<file path="src/rtl/adc_seq_pkg.sv">
package adc_seq_pkg;

    // register map
    localparam int unsigned ADR_CTRL = 0;
    localparam int unsigned ADR_STAT = 1;
    localparam int unsigned ADR_RSEQ = 2;
    localparam int unsigned ADR_JSEQ = 3;
    localparam int unsigned ADR_RDAT = 4;
    localparam int unsigned ADR_JDAT = 5;

    // control bits
    localparam int unsigned CB_GO   = 0;
    localparam int unsigned CB_CONT = 1;
    localparam int unsigned CB_EIE  = 2;
    localparam int unsigned CB_JIE  = 3;

    // status bits
    localparam int unsigned SB_EOC  = 0;
    localparam int unsigned SB_JEOC = 1;
    localparam int unsigned SB_BUSY = 2;

    typedef enum logic {
        GRP_REG = 1'b0,
        GRP_INJ = 1'b1
    } grp_e;

endpackage

</file>
<file path="src/rtl/adc_seq_unpack.sv">
module adc_seq_unpack #(
    parameter int unsigned CH_W  = 5,
    parameter int unsigned RANKS = 4
) (
    input  logic [RANKS*CH_W-1:0]       fields,
    output logic [RANKS-1:0][CH_W-1:0]  chans
);
    for (genvar g = 0; g < RANKS; g++) begin : g_rank
        assign chans[g] = fields[g*CH_W +: CH_W];
    end
endmodule

</file>
<file path="src/rtl/adc_seq_valid.sv">
module adc_seq_valid #(
    parameter int unsigned CH_W   = 5,
    parameter int unsigned RANKS  = 4,
    parameter int unsigned MAX_CH = 17
) (
    input  logic [RANKS*CH_W-1:0] fields,
    output logic                  ok
);
    logic [RANKS-1:0] in_range;

    for (genvar g = 0; g < RANKS; g++) begin : g_rank
        assign in_range[g] = (fields[g*CH_W +: CH_W] <= CH_W'(MAX_CH));
    end

    assign ok = &in_range;
endmodule

</file>
<file path="src/rtl/adc_seq_irq.sv">
module adc_seq_irq (
    input  logic eoc,
    input  logic jeoc,
    input  logic eie,
    input  logic jie,
    output logic irq
);
    assign irq = (eoc & eie) | (jeoc & jie);
endmodule

</file>
<file path="src/rtl/adc_seq_ctrl.sv">
module adc_seq_ctrl
    import adc_seq_pkg::*;
#(
    parameter int unsigned CH_W   = 5,
    parameter int unsigned MAX_CH = 17,
    parameter int unsigned DATA_W = 16,
    parameter int unsigned RANKS  = 4,
    parameter int unsigned ADDR_W = 4,
    parameter int unsigned BUS_W  = 32
) (
    input  logic              clk,
    input  logic              rst_n,
    input  logic              bus_wr,
    input  logic              bus_rd,
    input  logic [ADDR_W-1:0] bus_addr,
    input  logic [BUS_W-1:0]  bus_wdata,
    output logic [BUS_W-1:0]  bus_rdata,
    input  logic              trig_reg,
    input  logic              trig_inj,
    output logic              conv_start,
    output logic [CH_W-1:0]   conv_chan,
    input  logic              conv_done,
    input  logic [DATA_W-1:0] conv_data,
    output logic              busy,
    output logic              irq
);
    localparam int unsigned LEN_W = $clog2(RANKS);
    localparam int unsigned FLD_W = RANKS * CH_W;
    localparam int unsigned SEQ_W = LEN_W + FLD_W;

    typedef struct packed {
        logic                          busy;
        grp_e                          grp;
        logic [LEN_W-1:0]              rank;
        logic                          start;
        logic [CH_W-1:0]               chan;
        logic                          cont;
        logic                          eie;
        logic                          jie;
        logic                          eoc;
        logic                          jeoc;
        logic [BUS_W-1:0]              rseq;
        logic [BUS_W-1:0]              jseq;
        logic [DATA_W-1:0]             rdat;
        logic [RANKS-1:0][DATA_W-1:0]  jdat;
    } st_t;

    st_t st_d, st_q;

    logic [RANKS-1:0][CH_W-1:0] rchans, jchans, cur_chans;
    logic [LEN_W-1:0]           cur_len;
    logic                       wseq_ok;
    logic                       wr_ctrl, wr_stat, wr_rseq, wr_jseq, rd_rdat;
    logic                       restart, last;

    adc_seq_unpack #(.CH_W(CH_W), .RANKS(RANKS)) u_runpack (
        .fields (st_q.rseq[LEN_W +: FLD_W]),
        .chans  (rchans)
    );

    adc_seq_unpack #(.CH_W(CH_W), .RANKS(RANKS)) u_junpack (
        .fields (st_q.jseq[LEN_W +: FLD_W]),
        .chans  (jchans)
    );

    adc_seq_valid #(.CH_W(CH_W), .RANKS(RANKS), .MAX_CH(MAX_CH)) u_wvalid (
        .fields (bus_wdata[LEN_W +: FLD_W]),
        .ok     (wseq_ok)
    );

    adc_seq_irq u_irq (
        .eoc  (st_q.eoc),
        .jeoc (st_q.jeoc),
        .eie  (st_q.eie),
        .jie  (st_q.jie),
        .irq  (irq)
    );

    assign wr_ctrl = bus_wr && (bus_addr == ADDR_W'(ADR_CTRL));
    assign wr_stat = bus_wr && (bus_addr == ADDR_W'(ADR_STAT));
    assign wr_rseq = bus_wr && (bus_addr == ADDR_W'(ADR_RSEQ)) && wseq_ok;
    assign wr_jseq = bus_wr && (bus_addr == ADDR_W'(ADR_JSEQ)) && wseq_ok;
    assign rd_rdat = bus_rd && (bus_addr == ADDR_W'(ADR_RDAT));

    assign cur_chans = (st_q.grp == GRP_INJ) ? jchans : rchans;
    assign cur_len   = (st_q.grp == GRP_INJ) ? st_q.jseq[LEN_W-1:0] : st_q.rseq[LEN_W-1:0];
    assign restart   = st_q.busy && (wr_rseq || wr_jseq);
    assign last      = (st_q.rank == cur_len);

    always_comb begin
        st_d       = st_q;
        st_d.start = 1'b0;

        if (wr_ctrl) begin
            st_d.cont = bus_wdata[CB_CONT];
            st_d.eie  = bus_wdata[CB_EIE];
            st_d.jie  = bus_wdata[CB_JIE];
        end
        if (wr_stat) begin
            if (!bus_wdata[SB_EOC])  st_d.eoc  = 1'b0;
            if (!bus_wdata[SB_JEOC]) st_d.jeoc = 1'b0;
        end
        if (rd_rdat) st_d.eoc = 1'b0;

        // completion: flag setting comes after clearing, so set wins
        if (st_q.busy && conv_done && !restart) begin
            if (st_q.grp == GRP_REG) begin
                st_d.rdat = conv_data;
                st_d.eoc  = 1'b1;
            end else begin
                st_d.jdat[st_q.rank] = conv_data;
            end
            if (last) begin
                if (st_q.grp == GRP_INJ) st_d.jeoc = 1'b1;
                if (st_q.cont) begin
                    st_d.rank  = '0;
                    st_d.start = 1'b1;
                    st_d.chan  = cur_chans[0];
                end else begin
                    st_d.busy = 1'b0;
                end
            end else begin
                st_d.rank  = LEN_W'(st_q.rank + 1'b1);
                st_d.start = 1'b1;
                st_d.chan  = cur_chans[LEN_W'(st_q.rank + 1'b1)];
            end
        end

        if (wr_rseq) st_d.rseq = bus_wdata;
        if (wr_jseq) st_d.jseq = bus_wdata;

        if (restart) begin
            st_d.grp   = wr_jseq ? GRP_INJ : GRP_REG;
            st_d.rank  = '0;
            st_d.start = 1'b1;
            st_d.chan  = bus_wdata[LEN_W +: CH_W];
        end else if (!st_q.busy) begin
            if (trig_inj) begin
                st_d.grp   = GRP_INJ;
                st_d.busy  = 1'b1;
                st_d.rank  = '0;
                st_d.start = 1'b1;
                st_d.chan  = jchans[0];
            end else if (trig_reg || (wr_ctrl && bus_wdata[CB_GO])) begin
                st_d.grp   = GRP_REG;
                st_d.busy  = 1'b1;
                st_d.rank  = '0;
                st_d.start = 1'b1;
                st_d.chan  = rchans[0];
            end
        end
    end

    always_ff @(posedge clk) begin
        if (!rst_n) st_q <= '0;
        else        st_q <= st_d;
    end

    always_comb begin
        bus_rdata = '0;
        if (bus_addr == ADDR_W'(ADR_CTRL)) begin
            bus_rdata[CB_CONT] = st_q.cont;
            bus_rdata[CB_EIE]  = st_q.eie;
            bus_rdata[CB_JIE]  = st_q.jie;
        end else if (bus_addr == ADDR_W'(ADR_STAT)) begin
            bus_rdata[SB_EOC]  = st_q.eoc;
            bus_rdata[SB_JEOC] = st_q.jeoc;
            bus_rdata[SB_BUSY] = st_q.busy;
        end else if (bus_addr == ADDR_W'(ADR_RSEQ)) begin
            bus_rdata = st_q.rseq;
        end else if (bus_addr == ADDR_W'(ADR_JSEQ)) begin
            bus_rdata = st_q.jseq;
        end else if (bus_addr == ADDR_W'(ADR_RDAT)) begin
            bus_rdata[DATA_W-1:0] = st_q.rdat;
        end else begin
            for (int k = 0; k < RANKS; k++) begin
                if (bus_addr == ADDR_W'(ADR_JDAT + k)) bus_rdata[DATA_W-1:0] = st_q.jdat[k];
            end
        end
    end

    assign conv_start = st_q.start;
    assign conv_chan  = st_q.chan;
    assign busy       = st_q.busy;

    // observation points for the bound checker
    logic             eoc_flag, jeoc_flag, cont_en, grp_inj;
    logic [SEQ_W-1:0] wr_seq;
    assign eoc_flag  = st_q.eoc;
    assign jeoc_flag = st_q.jeoc;
    assign cont_en   = st_q.cont;
    assign grp_inj   = (st_q.grp == GRP_INJ);
    assign wr_seq    = bus_wdata[SEQ_W-1:0];

endmodule

</file>
<file path="config.mk">
export PLATFORM = sky130hd
export DESIGN_NAME = adc_seq_ctrl
export DESIGN_NICKNAME = d
export VERILOG_FILES = /design/src/rtl/adc_seq_pkg.sv /design/src/rtl/adc_seq_unpack.sv /design/src/rtl/adc_seq_valid.sv /design/src/rtl/adc_seq_irq.sv /design/src/rtl/adc_seq_ctrl.sv
export SDC_FILE = /design/constraint.sdc
export NUM_CORES = 1
export LEC_CHECK = 0
export ABC_AREA = 0
export BUFFER_PORTS_ARGS = -buffer_cell sky130_fd_sc_hd__buf_2
export CORE_ASPECT_RATIO = 0.5
export CORE_MARGIN = 3
export CORE_UTILIZATION = 53
export DETAILED_ROUTE_END_ITERATION = 7
export PLACE_DENSITY = 0.75
export SKIP_CTS_REPAIR_TIMING = 1
export SYNTH_ARGS = -nofsm -noshare
export SYNTH_HDL_FRONTEND = slang
export SYNTH_HIERARCHICAL = 1
export SYNTH_SLANG_ARGS = --single-unit
</file>
<file path="constraint.sdc">
create_clock -name clk -period 6.16 [get_ports clk]
set_input_delay 0.308 -clock clk [delete_from_list [all_inputs] [get_ports clk]]
set_output_delay 0.308 -clock clk [all_outputs]
set_load 0.02 [all_outputs]
</file>
==> summary.txt <==
Outcome
  • Status: finished, final reports clean

Yosys
  • Top_reg_cell synth: dfxtp_1
  • Number of synthesized register bits: 159
  • Syn_area_per_cell: 8.63 um^2
  • Synth async-reset ratio: 0%
  • Netlist cell types: 57
  • Sequential share of the synthesized area: 38.5%
  • Post-Syn Area: 8270 um^2
  • Synth Warn #: 6
  • Syn nets: 1022
  • Post-synth EDFFs: 0
  • Cell count after synthesis: 959

Critical path
  • Crit-path slowest cell: nand2_1
  • Cells along the critical path: buf_2 -> buf_4 -> inv_1 -> nor2_2 -> nand2_1 -> nand2_1 -> a21boi_1
  • Top delay family on crit path: simple AND/OR/NAND/NOR gates
  • Crit Path Class: in -> reg
  • Critical Path Fanout Max: 43
  • Cell mode on critical path: nand2_1
  • R2R Setup Slk: 3.57 ns
  • Critical Path Start Type: input port
  • Req. time, crit path: 6.47 ns
  • CP max stage delay: 0.91 ns
  • Worst Reg-to-Reg Cells: 6
  • Arr. time, crit path: 3.31 ns
  • Crit path depth: 7
  • Crit. End Element: flop
  • Worst path buffer plus inverter count: 3

Placed design
  • Placed cell area: 8420 um^2
  • Port buffer count: 98
  • Post-DP HPWL: 14.7 mm
  • Dpl ws: 2.72 ns
  • RD Place Congestion: 0.938

Pwr
  • Gate power share: 7.6%
  • Net Switching: 565 uW
  • VDD IR max: 0.000145 V
  • Switching Fraction: 25.3%
  • Seq pwr share: 47.1%
  • Leakage: 0.00336 uW
  • Internal: 1660 uW
  • Total power: 2230 uW
  • Clock group share of total power: 45.3%
  • Pwr dens: 248 nW/um^2

Timing
  • Highest clock rate: 333 MHz
  • Setup violations, final: 0
  • Final hold vios: 0
  • Slew @ Worst Pin: 1.15 ns
  • Setup TNS: 0 ns
  • Fin crit period: 3.00 ns
  • Setup ws final: 3.16 ns
  • Worst slew margin: 23.4%
  • RSZ-0062 raised after global routing: no
  • Crit share post-route: 48.8%
  • Final Max Slew Viols: 0
  • Worst Skew: 0.00656 ns

Global routing
  • Total GRT Usage: 26.2%
  • Antenna violations before repair: 0
  • First-pass GRT wire length: 35.8 mm
  • Congestion Overflow GR: 0
  • Largest net degree at the start of global routing: 84
  • Vias in the first global route: 6565

Detailed routing
  • Vias/cell: 5.91
  • Wire per inst: 18.8 um
  • Drt pass-1 iters: 6
  • Vias: 6970
  • ANT nets after route: 0
  • Drt initial violations: 789
  • Routed WL: 22.2 mm
  • DRC viols: 0

Floorplan
  • Core Rows: 31
  • Die footprint: 17200 um^2
  • I/O pin cnt: 99
  • Core ar.: 14900 um^2
  • Starting Density: 55.7%
  • Die Span Y: 94.3 um
  • Die width: 183 um

CTS
  • Clock transition at the registers of the reported paths: 0.07 ns
  • # clock sinks: 159
  • Htree depth: 4
  • CTS tree: done
  • CTS root buffer: clkbuf_16
  • Worst-skew pair later-pin latency: 0.43 ns
  • CTS Buf Count: 17
  • Buffer depth of the longest clock path: 2

Finish
  • Fill cells: 1288
  • Register Area: 3180 um^2
  • Layout cells sized above 1: 16.3%
  • Final Cell Area: 8980 um^2
  • # diodes: 0
  • Final nets: 1032
  • Area occupied by multi-input gates: 4390 um^2
  • Layout area overhead: 8.53%

Run
  • Max cap viols: 0

Worst hold path
  • HP Class: in -> reg
  • WHS Path Cells: 3
==> sequential cells by signal, summed over array words and instances, names as in the netlist <==
name / flops
busy: 1
cont_en: 1
conv_chan: 5
conv_start: 1
eoc_flag: 1
grp_inj: 1
jeoc_flag: 1
st_q: 148
==> cell usage after synthesis (all sizes together) (2+ instances only) <==
cell	n	area (um^2)
clkbuf	36	136
o31ai	4	30.0
inv	8	30.0
a21boi	97	728
and3	4	25.0
dfxtp	159	3180
mux2i	79	791
a31oi	3	18.8
nor2b	55	344
o21ai	45	229
nand2b	2	12.5
mux2	3	33.8
xnor2	2	17.5
a22oi	17	128
nor3	5	47.5
ha	4	50.1
nor2	19	76.3
o22ai	2	12.5
and2	8	50.0
nand2	228	856
buf	81	537
nor3b	2	15.0
nand3	10	60.1
a211o	2	17.5
o221ai	5	43.8
a221oi	5	43.8
a32oi	12	105
a21oi	11	58.8
a22o	22	193
mux4	11	248
o311ai	4	35.0
==> through the flow <==
stage	std cells	util, %	hold WS (ns)
finish	1180	60.4	0.123
global route	1180	60.4	0.117
CTS	1180	60.4	0.113
detailed placement	1148	56.6	0.445
global placement	1148	56.6	0.440
floorplan	959	-	0.435
==> area by class of cell <==
cell class / count / area share (%)
inverter: 8 / 0.334
clock inverter: 13 / 1.45
multi-input combinational: 675 / 48.9
timing repair buffer: 108 / 6.33
tap: 198 / 2.76
clock buffer: 19 / 4.82
sequential: 159 / 35.5
==> logic make-up (layout without fill, tap and decap cells) <==
kind of cell / after synthesis / count (layout) / share of synthesized area (%)
AO/OA/AOI/OAI: 237 / 237 / 20.8
XOR/XNOR: 2 / 2 / 0.212
adder cells (fa/ha/maj): 4 / 4 / 0.605
buffers and inverters: 125 / 148 / 8.50
flip-flops: 159 / 159 / 38.5
multiplexers: 93 / 93 / 13.0
AND/OR/NAND/NOR: 339 / 339 / 18.5
==> worst reg2reg max path, cell delays in order, from the launching register on <==
cell,delay (ns)
dfxtp_1,0.77
inv_1,0.18
ha_1,0.60
mux4_2,0.56
mux2i_1,0.15
a211o_1,0.14
nand3_1,0.07
==> routing by layer <==
layer,global-route usage (%),share of wire (%),wire length (um)
met5,0,0,0
met1,37.1,45,10100
met3,5.27,9.2,2040
met4,8.87,2.0,440
met2,40.3,43,9660
==> power groups by stage <==
stage               Clock [uW]  Sequential [uW]  Combinational [uW]
floorplan                    0             1070                 109
global placement             0             1070                 165
detailed placement           0             1070                 167
CTS                       1030             1050                 167
global route              1070             1050                 183
finish                    1010             1050                 170
==> layout by cell type (no fill, tap or decap), types with 5 or more instances in the layout <==
cell,n
a21boi_0,57
a21boi_1,40
a21oi_1,10
a221oi_1,5
a22o_1,22
a22oi_1,17
a32oi_1,12
buf_2,97
buf_4,11
clkbuf_16,17
dfxtp_1,159
inv_1,8
mux2i_1,79
mux4_2,11
nand2_1,228
nand3_1,8
nor2_1,17
nor2b_1,55
o21ai_0,44
o221ai_1,5
==> worst paths after layout <==
path	startpoint	end
max	bus_addr[0]	st_q[100]
min	bus_wdata[29]	st_q[141]
max reg2reg	st_q[155]	conv_chan[3]
min reg2reg	st_q[108]	st_q[108]
(Power assumes the default switching activity.)
